--- src/rtl/tag_pkg.sv ---
package tag_pkg;
    typedef enum logic [2:0] {
        ST_IDLE,
        ST_CHECK,
        ST_DELETE,
        ST_APPEND,
        ST_HALT,
        ST_ERROR
    } tag_state_e;
endpackage

--- src/rtl/tag_queue.sv ---
module tag_queue #(
    parameter int SYM_W   = 3,
    parameter int DEPTH   = 64,
    parameter int DEL_CNT = 2,
    localparam int PTR_W  = $clog2(DEPTH),
    localparam int CNT_W  = PTR_W + 1
) (
    input  logic             clk,
    input  logic             rst_n,
    input  logic             push,
    input  logic [SYM_W-1:0] push_sym,
    input  logic             pop,
    input  logic [PTR_W-1:0] rd_off,
    output logic [SYM_W-1:0] rd_sym,
    output logic [SYM_W-1:0] head_sym,
    output logic [CNT_W-1:0] count,
    output logic             full
);
    localparam logic [CNT_W-1:0] DEPTH_C = CNT_W'(DEPTH);
    localparam logic [CNT_W-1:0] DEL_C   = CNT_W'(DEL_CNT);
    localparam logic [PTR_W-1:0] DEL_P   = PTR_W'(DEL_CNT);

    logic [SYM_W-1:0] mem [DEPTH];
    logic [PTR_W-1:0] rd_ptr, wr_ptr;
    logic [CNT_W-1:0] cnt, cnt_nxt;
    logic             do_push;

    assign full    = (cnt == DEPTH_C);
    assign do_push = push && !full;
    assign count   = cnt;
    assign rd_sym  = mem[rd_ptr + rd_off];
    assign head_sym = mem[rd_ptr];

    always_comb begin
        cnt_nxt = cnt;
        if (do_push) cnt_nxt = cnt_nxt + 1'b1;
        if (pop)     cnt_nxt = cnt_nxt - DEL_C;
    end

    always_ff @(posedge clk) begin
        if (do_push) mem[wr_ptr] <= push_sym;
    end

    always_ff @(posedge clk) begin
        if (!rst_n) begin
            rd_ptr <= '0;
            wr_ptr <= '0;
            cnt    <= '0;
        end else begin
            if (do_push) wr_ptr <= wr_ptr + 1'b1;
            if (pop)     rd_ptr <= rd_ptr + DEL_P;
            cnt <= cnt_nxt;
        end
    end

    // Removal only happens when enough symbols are present.
    assert_pop_has_data_R3: assert property (@(posedge clk) disable iff (!rst_n)
        pop |-> (cnt >= DEL_C));
    // The controller never pushes into a full queue.
    assert_no_write_into_full_R7: assert property (@(posedge clk) disable iff (!rst_n)
        !(push && full));
    assert_count_bounded_R7: assert property (@(posedge clk) disable iff (!rst_n)
        cnt <= DEPTH_C);
endmodule

--- src/rtl/tag_rules.sv ---
module tag_rules #(
    parameter int SYM_W   = 3,
    parameter int MAX_LEN = 4,
    localparam int NSYM   = 2 ** SYM_W,
    localparam int LEN_W  = $clog2(MAX_LEN + 1),
    localparam int WORD_W = MAX_LEN * SYM_W
) (
    input  logic              clk,
    input  logic              rst_n,
    input  logic              we,
    input  logic [SYM_W-1:0]  wr_head,
    input  logic [LEN_W-1:0]  wr_len,
    input  logic [WORD_W-1:0] wr_word,
    input  logic [SYM_W-1:0]  rd_head,
    output logic [LEN_W-1:0]  rd_len,
    output logic [WORD_W-1:0] rd_word
);
    localparam logic [LEN_W-1:0] MAX_C = LEN_W'(MAX_LEN);

    logic [LEN_W-1:0]  len_mem  [NSYM];
    logic [WORD_W-1:0] word_mem [NSYM];
    logic              wr_ok;

    assign wr_ok   = we && (wr_len <= MAX_C);
    assign rd_len  = len_mem[rd_head];
    assign rd_word = word_mem[rd_head];

    always_ff @(posedge clk) begin
        if (!rst_n) begin
            for (int i = 0; i < NSYM; i++) len_mem[i] <= '0;
        end else if (wr_ok) begin
            len_mem[wr_head] <= wr_len;
        end
    end

    always_ff @(posedge clk) begin
        if (wr_ok) word_mem[wr_head] <= wr_word;
    end

    assert_len_bounded_R8: assert property (@(posedge clk) disable iff (!rst_n)
        rd_len <= MAX_C);
endmodule

--- src/rtl/tag_engine.sv ---
module tag_engine
    import tag_pkg::*;
#(
    parameter int SYM_W    = 3,
    parameter int DEPTH    = 64,
    parameter int MAX_LEN  = 4,
    parameter int DEL_CNT  = 2,
    parameter int HALT_SYM = 0,
    localparam int PTR_W   = $clog2(DEPTH),
    localparam int CNT_W   = PTR_W + 1,
    localparam int LEN_W   = $clog2(MAX_LEN + 1),
    localparam int WORD_W  = MAX_LEN * SYM_W
) (
    input  logic              clk,
    input  logic              rst_n,
    input  logic              load_en,
    input  logic [SYM_W-1:0]  load_sym,
    input  logic              rule_we,
    input  logic [SYM_W-1:0]  rule_head,
    input  logic [LEN_W-1:0]  rule_len,
    input  logic [WORD_W-1:0] rule_word,
    input  logic              start,
    input  logic              step_en,
    input  logic [PTR_W-1:0]  rd_off,
    output logic [SYM_W-1:0]  rd_sym,
    output logic [CNT_W-1:0]  q_count,
    output logic              busy,
    output logic              halted,
    output logic              overflow
);
    localparam logic [CNT_W-1:0] DEL_C  = CNT_W'(DEL_CNT);
    localparam logic [SYM_W-1:0] HALT_C = SYM_W'(HALT_SYM);

    tag_state_e        state, nxt;
    logic [LEN_W-1:0]  prod_len, lut_len;
    logic [WORD_W-1:0] prod_word, lut_word;
    logic [LEN_W-1:0]  idx;
    logic [SYM_W-1:0]  head_sym, push_sym;
    logic              q_push, q_pop, q_full;
    logic              idle_like, stop_cond, take_step, last_sym;

    assign idle_like = (state == ST_IDLE) || (state == ST_HALT);
    assign stop_cond = (q_count < DEL_C) || (head_sym == HALT_C);
    assign take_step = (state == ST_CHECK) && !stop_cond && step_en;
    assign last_sym  = (idx == prod_len - LEN_W'(1));

    tag_queue #(.SYM_W(SYM_W), .DEPTH(DEPTH), .DEL_CNT(DEL_CNT)) queue_i (
        .clk      (clk),
        .rst_n    (rst_n),
        .push     (q_push),
        .push_sym (push_sym),
        .pop      (q_pop),
        .rd_off   (rd_off),
        .rd_sym   (rd_sym),
        .head_sym (head_sym),
        .count    (q_count),
        .full     (q_full)
    );

    tag_rules #(.SYM_W(SYM_W), .MAX_LEN(MAX_LEN)) rules_i (
        .clk     (clk),
        .rst_n   (rst_n),
        .we      (rule_we && idle_like),
        .wr_head (rule_head),
        .wr_len  (rule_len),
        .wr_word (rule_word),
        .rd_head (head_sym),
        .rd_len  (lut_len),
        .rd_word (lut_word)
    );

    // State register
    always_ff @(posedge clk) begin
        if (!rst_n) state <= ST_IDLE;
        else        state <= nxt;
    end

    // Next-state logic
    always_comb begin
        nxt = state;
        unique case (state)
            ST_IDLE, ST_HALT: if (start) nxt = ST_CHECK;
            ST_CHECK: begin
                if (stop_cond)    nxt = ST_HALT;
                else if (step_en) nxt = ST_DELETE;
            end
            ST_DELETE: nxt = (prod_len == '0) ? ST_CHECK : ST_APPEND;
            ST_APPEND: begin
                if (q_full)        nxt = ST_ERROR;
                else if (last_sym) nxt = ST_CHECK;
            end
            ST_ERROR: nxt = ST_ERROR;
            default:  nxt = ST_IDLE;
        endcase
    end

    // Outputs and queue controls
    always_comb begin
        q_push   = 1'b0;
        q_pop    = 1'b0;
        push_sym = load_sym;
        unique case (state)
            ST_IDLE, ST_HALT: q_push = load_en;
            ST_DELETE:        q_pop  = 1'b1;
            ST_APPEND: begin
                q_push   = !q_full;
                push_sym = prod_word[idx*SYM_W +: SYM_W];
            end
            default: ;
        endcase
        busy     = (state == ST_CHECK) || (state == ST_DELETE) || (state == ST_APPEND);
        halted   = (state == ST_HALT);
        overflow = (state == ST_ERROR);
    end

    // Production latch and append index
    always_ff @(posedge clk) begin
        if (!rst_n) begin
            prod_len  <= '0;
            prod_word <= '0;
            idx       <= '0;
        end else if (take_step) begin
            prod_len  <= lut_len;
            prod_word <= lut_word;
            idx       <= '0;
        end else if (state == ST_APPEND && !q_full) begin
            idx <= idx + 1'b1;
        end
    end

    assert_delete_removes_R3: assert property (@(posedge clk) disable iff (!rst_n)
        (state == ST_DELETE) |=> (q_count == $past(q_count) - DEL_C));
    assert_append_grows_R10: assert property (@(posedge clk) disable iff (!rst_n)
        (state == ST_APPEND && !q_full) |=> (q_count == $past(q_count) + 1'b1));
    assert_overflow_sticky_R7: assert property (@(posedge clk) disable iff (!rst_n)
        overflow |=> (overflow && !busy));
    assert_pause_holds_R6: assert property (@(posedge clk) disable iff (!rst_n)
        (state == ST_CHECK && !step_en) |=> $stable(q_count));
    assert_halt_reason_R4: assert property (@(posedge clk) disable iff (!rst_n)
        $rose(halted) |-> ((q_count < DEL_C) || (head_sym == HALT_C)));
    assert_one_flag_R7: assert property (@(posedge clk) disable iff (!rst_n)
        $onehot0({busy, halted, overflow}));
endmodule

--- config.mk ---
export PLATFORM = sky130hd
export DESIGN_NAME = tag_engine
export DESIGN_NICKNAME = d
export VERILOG_FILES = /design/src/rtl/tag_pkg.sv /design/src/rtl/tag_queue.sv /design/src/rtl/tag_rules.sv /design/src/rtl/tag_engine.sv
export SDC_FILE = /design/constraint.sdc
export NUM_CORES = 1
export LEC_CHECK = 0
export ABC_CLOCK_PERIOD_IN_PS = 6400
export CAP_MARGIN = 40
export CORE_MARGIN = 5
export CORE_UTILIZATION = 40
export DETAILED_ROUTE_END_ITERATION = 16
export DONT_BUFFER_PORTS = 1
export GPL_TIMING_DRIVEN = 0
export PLACE_DENSITY = 0.53
export SLEW_MARGIN = 40
export SYNTH_ARGS = -nofsm -noshare
export SYNTH_HDL_FRONTEND = slang
export SYNTH_SLANG_ARGS = --single-unit
--- constraint.sdc ---
create_clock -name clk -period 6.4 [get_ports clk]
set_clock_uncertainty 0.05 [all_clocks]
set_input_delay 1.92 -clock clk [delete_from_list [all_inputs] [get_ports clk]]
set_output_delay 1.92 -clock clk [all_outputs]
set_load 0.05 [all_outputs]
---- Word-level counts from Yosys, hierarchy flattened ----
Memories as Yosys holds them, arrays and structs flattened. A register that Yosys moved wholly into a read port is not among the register bits.
Cells that the tools add are included.
word-level totals
  output and inout port bits .............. 13
  RAM bits ................................ 312
  bits in registers ....................... 25
  logic and storage cells ................. 75
  input bits .............................. 33
  memories kept ........................... 3
memory list
  name              depth  bits a word  rd ports  clocked after Yosys merged registers in  write ports  RTL line         source
  queue_i.mem       64     3            2         1                                        1            tag_queue.sv:23  logic [SYM_W-1:0] mem [DEPTH];
  rules_i.word_mem  8      12           1         1                                        1            tag_rules.sv:21  logic [WORD_W-1:0] word_mem [NSYM];
  rules_i.len_mem   8      3            1         1                                        8            tag_rules.sv:20  logic [LEN_W-1:0] len_mem [NSYM];
cells by class
  multiplexer cells ....................... 24
  equality and inequality tests ........... 10
  shift operators ......................... 1
  magnitude comparators ................... 2
  reductions and logical operators ........ 21
  bitwise operators ....................... 1
  add/subtract/negate cells ............... 7
  $mul .................................... 1
operators with widths
  operator                                                                       count
  3-bit two-way mux                                                              8
  3-bit case mux with 5 select lines                                             1
  7-bit two-way mux                                                              2
  6-bit two-way mux                                                              2
  12-bit by 6-bit indexed part select with 3-bit output                          1
  3-bit logical NOT                                                              3
  1-bit two-way mux                                                              9
  7-bit by 1-bit adder with 7-bit output (second input constant)                 1
  7-bit == test (second input constant)                                          1
  7-bit by 2-bit less-than comparator with 1-bit output (second input constant)  1
  7-bit by 2-bit subtractor with 7-bit output (second input constant)            1
  6-bit by 1-bit adder with 6-bit output (second input constant)                 1
  6-bit by 2-bit adder with 6-bit output (second input constant)                 1
  6-bit adder                                                                    1
  3-bit by 2-bit == test with 1-bit output (second input constant)               2
  3-bit == test (second input constant)                                          2
  1-bit logical AND                                                              6
  3-bit by 2-bit multiplier with 5-bit output (second input constant)            1
  1-bit logical NOT                                                              4
  1-bit logical OR                                                               4
  2-bit OR reduction                                                             2
  3-bit by 1-bit adder with 3-bit output (second input constant)                 1
  3-bit by 1-bit == test with 1-bit output (second input constant)               1
  3-bit == test                                                                  1
  other kinds (10)                                                               10

---- Longest topological paths before layout ----
Gate-level depths: netlist of the first run.
  depth in word-level cells ............... 9
  mapped depth ............................ 14
  depth with buffers taken out ............ 9

---- Modules after synthesis ----
A second synthesis of the first run with hierarchy kept.
unflattened totals
  cells, all modules ...................... 938
  area, all modules ....................... 15,827.7 um^2
modules (own cells, without submodules)
  module      area an instance (um^2)  cells an instance  instances  sequential area each (um^2)
  tag_queue   9,659.3                  573                1          6,226.0
  tag_rules   4,933.5                  231                1          3,603.5
  tag_engine  1,234.9                  134                1          420.4

---- Worst setup path before layout of the first run ----
OpenSTA, ideal clock, no wires.
  kind .................................... input port to output port
  start ................................... input port rd_off[0]
  end ..................................... output port rd_sym[0]
  slack ................................... -0.353 ns
  data required time ...................... 4.430 ns
  stages .................................. 7
  arrival ................................. 4.783 ns
  path buffers ............................ 3
  path through ............................ buf_1 clkbuf_1 buf_1 mux4_2 mux4_2 mux2i_1 o21ai_0
between the ends
  word-level cells in the longest chain between the ends .. 2
RTL lines
  element             RTL line          source
  start: declaration  tag_engine.sv:24  input logic [PTR_W-1:0] rd_off,
  6-bit adder         tag_queue.sv:31   assign rd_sym = mem[rd_ptr + rd_off];
  memory 64 x 3 bit   -
  end: declaration    tag_engine.sv:25  output logic [SYM_W-1:0] rd_sym,
No other way between the ends.

---- Final worst setup path of the first run ----
  start ................................... input port rd_off[1]
  end ..................................... output port rd_sym[2]
Same word-level chain as after synthesis.

==> results.md, run 1 <==
- Outcome: finished clean
- Yosys Warn Count: 0
- Area grow syn2layout: 15.0%
- Via count: 8634
- Die width: 206 microns
- Mean Syn Cell Area: 16.5 sq um
- CTS Buf Count: 39
- Largest family of logic cells by synthesized area: multiplexers
- Kind of end point of the critical path: primary output
- Worst-path clk slew: 0.06 ns
- Post-synth top area share: 0.607
- P_leak: 5.79 nW
- Slew Limit Fails: 0
- Headroom to the max-slew limit: 0.397
- Routed WL: 40300 microns
- EDFF count, synth: 312
- Post-Synth Simple-Gate Area: 0.0661
- PortBufs: 0
- Final Cycle Share: 0.988
- CP cell instances: ha_1 -> buf_4 -> buf_4 -> mux4_2 -> mux4_2 -> mux2_2 -> nand2_1 -> o21ai_4
- Post-Syn Instances: about 930
- # IOs: 46
- Clock Path Buffers: 3
- Total power: 5.35 mW
- Setup-failing EPs final: 0
- Vias/cell: 5.63
- Post-Layout Cell Count: 1534
- DRC Markers: 0
- Mux share of post-synthesis cell area: 0.178
- Post-CTS Setup Inserts: 0
- Core footprint: 0.0384 sq mm
- CP max FO: 10
- Worst skew pair latency: 0.56 ns
- Max IR drop VDD: 0.000220 V
- Compound-Gate Fraction of Synth Area: 0.0487
- Drt wl/cell: 26.3 microns
- Largest net degree at the start of global routing: 55
- Nets: 1031
- CP required: 4.43 ns
- Post-Synth Adder-Cell Area: 0.0110
- Initial antenna violation count: 1
- Area leader, netlist: edfxtp_1
- Slowest-stage cell, CP: mux4_2
- Syn Nets: 980
- First-pass detailed-route iteration total: 4
- Antenna Nets Post-Route: 0
- Flops & latches, synth: 356
- FP Rows: 72
- Layout cells sized above 1: 0.209
- Async SR Flop Fraction: 0
- Iter 0 DRT Violations: 781
- Most frequent cells in the layout: edfxtp_1, nor2_1, mux4_2, mux2i_1, dfxtp_1
- PwrDens: 301 mW/mm^2
- Vias in the first global route: roughly 8700
- First-pass GRT wire length: 58800 microns
- Hold Crit Class: register to register
- Sequential area share after synthesis: 0.664
- Synth unique cells: 54
- Max Cap Viol: 0
- GRT Util Overall: 0.191
- H-tree depth: 2
- Clock root cell: clkbuf_16
- Die area: 0.0426 sq mm
- Final Hold Vio Count: 0
- Final Wtd Congestion: 0.788
- Starting Density: 0.402
- Area contributors post-synth: edfxtp_1, mux4_2, dfxtp_1
- Critical path launch point type: input pin
- Hpwl dp: ~28000 microns
- CTS sink count: 356
- Fmax: approximately 160 MHz
- Placed insts: between 1000 and 1500
- Mapped cell area: 0.0154 sq mm
- Commonest non-fill, non-tap cell in the layout: edfxtp_1
- CP arrival: 4.35 ns
- Min Tclk post-route: 6.32 ns
- Top FF cell, synth: edfxtp_1
- Die height: 206 microns
- CTS tree: built
- Unrepaired setup endpoints after global routing: no
- WS Path Type: input pin to primary output
- Worst-Margin Slew: 0.902 ns
- Crit-path max cell delay: 0.50 ns
- Hold_buf cts: 0
- Total grt overflow: 0
- Xor and xnor area share after synthesis: 0.0142
[power by group]
group          internal [mW]  switching (mW)
clock                   1.45           0.932
sequential              2.55          0.0215
combinational          0.145           0.246
[through the flow]
stage,TNS [ns],hold WS [ns],instance area (sq um),setup WS [ns],utilization
after floorplan,0,0.387,15400,0.0252,-
after global routing,0,0.430,17800,0.00535,0.463
after global placement,-3.37,0.407,16100,-1.30,0.419
after CTS,0,0.423,17700,0.00112,0.461
final,0,0.425,17800,0.0795,0.463
after detailed placement,-1.67,0.409,16300,-0.741,0.425
[path summary, 6_finish.rpt]
kind                             start  cells after the start  slack (ns)                        end
max                          rd_off[1]                      8        0.08                  rd_sym[2]
min reg2reg  prod_word[5]$_SDFFE_PN0P_                      1        0.43  prod_word[5]$_SDFFE_PN0P_
max reg2reg                   register                     13        2.34   prod_len[2]$_SDFFE_PN0P_
min          prod_word[5]$_SDFFE_PN0P_                      1        0.43  prod_word[5]$_SDFFE_PN0P_
[worst max-delay path, delay by kind of cell]
family,cells,cell delay [ns]
AOI/OAI and AO/OA,1,0.15
adders and majority gates,1,0.39
buffers and inverters,2,0.61
muxes,3,1.14
and+or+nand+nor,1,0.11
[cell usage after synthesis, drive strengths merged, types with 5 or more instances]
cell,n
nand4,7
nor3,5
nor2b,5
o21ai,14
a22oi,34
mux2i,85
a32o,15
mux2,6
and2,22
xor2,11
edfxtp,312
nand3,11
inv,9
nor2,100
xnor2,14
nand3b,6
a21oi,9
clkbuf,30
dfxtp,44
mux4,81
nand2,24
nand2b,7
ha,12
buf,22
and3,10
[cells by family (layout without fill, tap and decap cells)]
family | Yosys count | count (layout)
xor+xnor | 25 | 25
other cells | 0 | 1
fa+ha+maj | 13 | 13
buf+inv | 61 | 142
mux | 172 | 172
compound gates | 96 | 96
flops | 356 | 356
simple gates | 211 | 211
[timing repair]
| action | CTS | global route |
|---|---|---|
| setup endpoints to repair | 3 | 3 |
| gates resized for setup | 17 | 5 |
| cloned | 0 | 0 |
[final cells by class]
class | instances | area, sq um
Sequential cell | 356 | 10200
Tap cell | 518 | 648
Buffer | 52 | 290
Antenna cell | 1 | 2.50
Fill cell | 3339 | 20600
Clock buffer | 49 | 1040
Multi-Input combinational cell | 517 | 5050
Clock inverter | 22 | 310
Inverter | 9 | 33.8
Timing Repair Buffer | 10 | 126
[layer usage]
layer / track usage / up-vias / share of wire / wire (microns)
li1: - / 3817 / - / -
met1: 0.280 / 4451 / 0.45 / 18300
met2: 0.286 / 312 / 0.45 / 18200
met3: 0.0491 / 54 / 0.073 / 2950
met4: 0.0475 / 0 / 0.021 / 857
met5: 0 / - / 0 / 0
[state kept, by name (all words and copies together) (netlist names), named ones only]
register          count
idx                   3
queue_i.rd_ptr        5
prod_word            12
rules_i.len_mem      24
prod_len              3
state                 3
queue_i.wr_ptr        6
queue_i.count         7
rules_i.word_mem     96
queue_i.mem         192
No activity file was read; power rests on OpenSTA's default activity.
==> run 2, diff against run 1 <==
Settings changed: CORE_UTILIZATION 40 to 35, PLACE_DENSITY 0.53 to 0.48.
==> run 2 against run 1 <==
Die area increased by 14%. Critical path type unchanged. Combinational power decreased by 2%. Total power decreased by 0.91%. Non-clock buffer count unchanged. Largest power group unchanged. Sequential cell count unchanged.
==> results.md, run 2 (same netlist as run 1, synthesis figures left out) <==
- Outcome: finished clean (unchanged)
- PwrDens: 298 mW/mm^2 (was 301 mW/mm^2)
- Placed insts: 1536 (was 1460)
- Post-CTS Setup Inserts: 0 (unchanged)
- Core footprint: 0.0439 sq mm (was 0.0384 sq mm)
- Kind of end point of the critical path: primary output (unchanged)
- Top reg by flops: queue_i.mem (unchanged)
- Headroom to the max-slew limit: 0.453 (was 0.397)
- Layout cells sized above 1: 0.204 (was 0.209)
- Worst skew pair latency: 0.57 ns (was 0.56 ns)
- First-pass GRT wire length: 59900 microns (was 58800 microns)
- Internal power: 4.08 mW (was 4.15 mW)
- Vias in the first global route: 8791 (was 8667)
- First-pass detailed-route iteration total: 5 (was 4)
- CTS tree: built (unchanged)
- Iter 0 DRT Violations: 726 (was 781)
- Die area: 0.0484 sq mm (was 0.0426 sq mm)
- CP required: 4.43 ns (about the same)
- CP cell instances: buf_2 -> buf_2 -> mux4_2 -> mux4_2 -> mux2_2 -> nand2_1 -> o21ai_2 (was ha_1 -> buf_4 -> buf_4 -> mux4_2 -> mux4_2 -> mux2_2 -> nand2_1 -> o21ai_4)
- Via count: 8567 (was 8634)
- Slew Limit Fails: 0 (unchanged)
- CP max FO: 10 (unchanged)
- Logic pwr share: 0.073 (about the same)
- Antenna cells: 0 (was 1)
- Min Tclk post-route: 6.30 ns (was 6.32 ns)
- Antenna Nets Post-Route: 0 (unchanged)
- Critical path launch point type: input pin (unchanged)
- Final core occ: 0.405 (was 0.463)
- Final Wtd Congestion: 0.799 (was 0.788)
- Worst-Margin Slew: 0.815 ns (was 0.902 ns)
- Sequential power share: 0.486 (was 0.481)
- Hold Crit Class: register to register (unchanged)
- Crit-path max cell delay: 0.54 ns (was 0.50 ns)
- Final Hold Vio Count: 0 (unchanged)
- DRC Markers: 0 (unchanged)
- P_leak: 5.78 nW (was 5.79 nW)
- PortBufs: 0 (unchanged)
- Slowest-stage cell, CP: mux4_2 (unchanged)
- CP arrival: 4.33 ns (was 4.35 ns)
- Hpwl dp: 29000 microns (was 28100 microns)
- Final Cycle Share: 0.985 (was 0.988)
- Max IR drop VDD: 0.000171 V (was 0.000220 V)
- Nets: 1033 (was 1031)
- H-tree depth: 2 (unchanged)
- Most frequent cells in the layout: edfxtp_1, nor2_1, mux2i_1 (was edfxtp_1, nor2_1, mux4_2, mux2i_1, dfxtp_1)
- Initial antenna violation count: 1 (unchanged)
- Clock root cell: clkbuf_16 (unchanged)
- Post-Layout Cell Count: 1611 (was 1534)
- Unrepaired setup endpoints after global routing: no (unchanged)
- Total power: 5.30 mW (was 5.35 mW)
- Flip-flop count of the largest register after layout: 192 (unchanged)
- Max Cap Viol: 0 (unchanged)
- Net Sw Frac: 0.230 (was 0.224)
- WS Path Type: input pin to primary output (unchanged)
- Fmax: 159 MHz (was 158 MHz)
- Vias/cell: 5.32 (was 5.63)
- P_sw: 1.22 mW (was 1.20 mW)
- Drt wl/cell: 25.5 microns (was 26.3 microns)
- Biggest regs: queue_i.mem: 192 flops, rules_i.word_mem: 96 flops, rules_i.len_mem: 24 flops (unchanged)
- Clock Power Share: 0.441 (was 0.445)
- Starting Density: 0.351 (was 0.402)
- GRT Util Overall: 0.172 (was 0.191)
- Worst-path clk slew: 0.06 ns (about the same)
- CTS Buf Count: 41 (was 39)
- FP Rows: 77 (was 72)
- # IOs: 46 (unchanged)
- Die width: 220 microns (was 206 microns)
- Area grow syn2layout: 15.3% (was 15.0%)
- Setup-failing EPs final: 0 (unchanged)
- Total grt overflow: 0 (unchanged)
- Largest net degree at the start of global routing: 35 (was 55)
- Clock Path Buffers: 3 (unchanged)
- Die height: 220 microns (was 206 microns)
- Commonest non-fill, non-tap cell in the layout: edfxtp_1 (unchanged)
- Routed WL: 41100 microns (was 40300 microns)
- CTS sink count: 356 (unchanged)
==> run 2: cell count changes in the layout (fill, tap and decap cells not counted), sizes merged <==
cell    change
clkbuf      +4
bufinv      -4
clkinv      +1
inv         +1
buf         +2
diode       -1
==> run 2: power groups by stage <==
stage	Clock (mW)	Sequential, mW	Combinational (mW)
finish	2.34	2.57	0.384
global route	2.49	2.58	0.414
CTS	2.40	2.57	0.390
detailed placement	0	2.62	0.387
global placement	0	2.63	0.372
floorplan	0	2.62	0.261
==> run 2: through the flow <==
| stage | cell area [sq um] | setup WS, ns | hold slack, ns | TNS [ns] |
|---|---|---|---|---|
| final | 17800 | 0.0969 | 0.416 | 0 |
| after global routing | 17800 | 0.0233 | 0.443 | 0 |
| after CTS | 17800 | 0.00420 | 0.418 | 0 |
| after detailed placement | 16400 | -0.598 | 0.404 | -1.54 |
| after global placement | 16200 | -1.08 | 0.401 | -2.99 |
| after floorplan | 15400 | 0.0252 | 0.387 | 0 |
==> run 2: routing by layer <==
layer | up-vias | share of wire | global-route usage
li1 | 3833 | - | -
met1 | 4425 | 0.44 | 0.239
met2 | 237 | 0.47 | 0.271
met3 | 72 | 0.059 | 0.0375
met4 | 0 | 0.029 | 0.0543
met5 | - | 0 | 0
==> run 2: area by class of cell <==
class	count	area (sq um)
Fill cell	4090	26100
Sequential cell	356	10200
Multi-Input combinational cell	517	5010
Clock buffer	55	1140
Tap cell	592	741
Buffer	52	292
Clock inverter	20	205
Timing Repair Buffer	10	128
Inverter	9	33.8
==> run 2: critical path, delay by kind of cell <==
kind | cells | cell delay (ns)
AOI/OAI and AO/OA | 1 | 0.20
buffers and inverters | 2 | 0.85
muxes | 3 | 1.24
and+or+nand+nor | 1 | 0.11
==> run 2: timing repair <==
item,CTS,global route
gates resized for setup,11,6
hold buffers,0,0
endpoints found under the setup margin,3,3
==> run 2: worst paths after layout <==
path,from,end,slack [ns],depth (start not counted)
hold reg to reg,prod_word[3]$_SDFFE_PN0P_,prod_word[3]$_SDFFE_PN0P_,0.42,1
setup reg to reg,register,prod_word[8]$_SDFFE_PN0P_,2.37,10
hold / removal,prod_word[3]$_SDFFE_PN0P_,prod_word[3]$_SDFFE_PN0P_,0.42,1
setup / recovery,rd_off[0],rd_sym[1],0.1,7
==> run 3, diff against run 2 <==
Settings changed: REMOVE_ABC_BUFFERS from default to 1.
==> run 3 against run 2 <==
Register-to-register slack barely moved. Sequential cell count did not move. Largest cell class unchanged. Sequential power barely moved. Clock-buffer cell count rose by 7. Critical endpoint unchanged.
==> results.md, run 3 (same netlist as run 1, synthesis figures left out) <==
- Clock root cell: clkbuf_16 (unchanged)
- Min Tclk post-route: 6.32 ns (was 6.30 ns)
- Commonest non-fill, non-tap cell in the layout: edfxtp_1 (unchanged)
- Worst-Margin Slew: 0.845 ns (was 0.815 ns)
- CP arrival: 4.35 ns (was 4.33 ns)
- Total grt overflow: 0 (unchanged)
- Fmax: 158 MHz (was 159 MHz)
- WS Path Type: input pin to primary output (unchanged)
- Die width: 220 microns (unchanged)
- Vias/cell: 5.26 (was 5.32)
- Antenna cells: 0 (unchanged)
- First-pass GRT wire length: 56800 microns (was 59900 microns)
- Clock Path Buffers: 3 (unchanged)
- H-tree depth: 2 (unchanged)
- Slew Limit Fails: 0 (unchanged)
- TNS Setup: 0 ns (unchanged)
- CP max FO: 25 (was 10)
- FF-to-FF End: idx[1]$_SDFFE_PP0N_ (was prod_word[8]$_SDFFE_PN0P_)
- Final Cycle Share: 0.987 (was 0.985)
- Max Cap Viol: 0 (unchanged)
- Hold Crit Class: register to register (unchanged)
- Drt wl/cell: 24.3 microns (was 25.5 microns)
- Max IR drop VDD: 0.000205 V (was 0.000171 V)
- Via count: 8240 (was 8567)
- First-pass detailed-route iteration total: 5 (unchanged)
- Outcome: finished clean (unchanged)
- Critical path launch point type: input pin (unchanged)
- CP required: 4.43 ns (about the same)
- Core footprint: 0.0439 sq mm (unchanged)
- Initial antenna violation count: 0 (was 1)
- Layout cells sized above 1: 0.202 (was 0.204)
- Final Hold Vio Count: 0 (unchanged)
- Total power: 5.21 mW (was 5.30 mW)
- GRT Util Overall: 0.160 (was 0.172)
- PortBufs: 0 (unchanged)
- # IOs: 46 (unchanged)
- Routed WL: 38100 microns (was 41100 microns)
- Unrepaired setup endpoints after global routing: no (unchanged)
- PwrDens: 295 mW/mm^2 (was 298 mW/mm^2)
- Reg2Reg Setup Slack: 2.37 ns (about the same)
- Starting Density: 0.351 (unchanged)
- Largest net degree at the start of global routing: 61 (was 35)
- Setup-failing EPs final: 0 (unchanged)
- Die area: 0.0484 sq mm (unchanged)
- Top reg by flops: queue_i.mem (unchanged)
- Kind of end point of the critical path: primary output (unchanged)
- CTS tree: built (unchanged)
- Critical Path End: rd_sym[1] (unchanged)
- Final Wtd Congestion: 0.765 (was 0.799)
- Flip-flop count of the largest register after layout: 192 (unchanged)
- Worst skew pair latency: 0.56 ns (was 0.57 ns)
- Most frequent cells in the layout: edfxtp_1, nor2_1, mux2i_1 (unchanged)
- Worst R2R Path Depth: 8 (was 10)
- Headroom to the max-slew limit: 0.435 (was 0.453)
- DRC Markers: 0 (unchanged)
- Die height: 220 microns (unchanged)
- Biggest regs: queue_i.mem: 192 flops, rules_i.word_mem: 96 flops, rules_i.len_mem: 24 flops (unchanged)
- Setup crit start: rd_off[1] (was rd_off[0])
- Iter 0 DRT Violations: 529 (was 726)
- P_leak: 5.68 nW (was 5.78 nW)
- Antenna Nets Post-Route: 0 (unchanged)
- Nets: 989 (was 1033)
- Worst-path clk slew: 0.05 ns (was 0.06 ns)
- CTS sink count: 356 (unchanged)
- Vias in the first global route: 8635 (was 8791)
- Area grow syn2layout: 14.4% (was 15.3%)
- FP Rows: 77 (unchanged)
- CTS Buf Count: 40 (was 41)
- Hold Slack: 0.417 ns (was 0.416 ns)
- Hpwl dp: 25500 microns (was 29000 microns)
-- run 3: changes by cell type in the layout (fill, tap and decap cells not counted), sizes merged --
cell | before | now
clkbuf | 83 | 62
buf | 34 | 19
clkinv | 13 | 7
bufinv | 3 | 2
clkinvlp | 2 | 1
-- run 3: power by group --
part	total, mW	switching (mW)	internal [mW]
Sequential	2.58	0.0278	2.55
Combinational	0.359	0.215	0.145
Clock	2.27	0.922	1.35
Total	5.21	1.17	4.05
-- run 3: metrics by stage --
step / setup slack, ns / util / instances / instance area [sq um]
after floorplan: -1.01 / - / 882 / 15200
after global placement: -2.26 / 0.363 / 1474 / 15900
after detailed placement: -0.0688 / 0.371 / 1492 / 16300
after CTS: 0.0644 / 0.402 / 1567 / 17600
after global routing: 0.0122 / 0.402 / 1567 / 17700
final: 0.0808 / 0.402 / 1567 / 17700
-- run 3: final cells by class --
class	count	area (sq um)
fill	4059	26300
timing repair buffer	19	243
clock buffer	62	1170
multi-input combinational	517	5070
sequential	356	10300
inverter	9	33.8
tap	592	741
clock inverter	12	146
-- run 3: worst min path at each step --
stage	startpoint	to	slack [ns]	cells past startpoint
after floorplan	prod_word[4]$_SDFFE_PN0P_	prod_word[4]$_SDFFE_PN0P_	0.39	1
after global placement	prod_word[9]$_SDFFE_PN0P_	prod_word[9]$_SDFFE_PN0P_	0.40	1
after detailed placement	prod_word[4]$_SDFFE_PN0P_	prod_word[4]$_SDFFE_PN0P_	0.41	1
after CTS	prod_word[4]$_SDFFE_PN0P_	prod_word[4]$_SDFFE_PN0P_	0.42	1
after global routing	prod_word[10]$_SDFFE_PN0P_	prod_word[10]$_SDFFE_PN0P_	0.43	1
final	prod_word[4]$_SDFFE_PN0P_	prod_word[4]$_SDFFE_PN0P_	0.42	1
-- run 3: per-layer routing --
metal,up-vias,track usage,part of all wire
met5,-,0,0
met4,0,0.0458,0.025
met3,54,0.0353,0.054
met2,195,0.267,0.49
met1,4273,0.211,0.43
li1,3718,-,-
-- run 3: repair_timing --
item / CTS / global route
setup buffers: 1 / 0
gates resized for setup: 0 / 0
hold buffers: 0 / 0
endpoints found under the setup margin: 2 / 0
-- run 3: critical path, cell delays in order --
cell and delay, ns:
ha_4 0.44, buf_12 0.27, mux4_2 0.56, mux4_2 0.49
mux2_2 0.34, nand2_1 0.10, o21ai_2 0.19
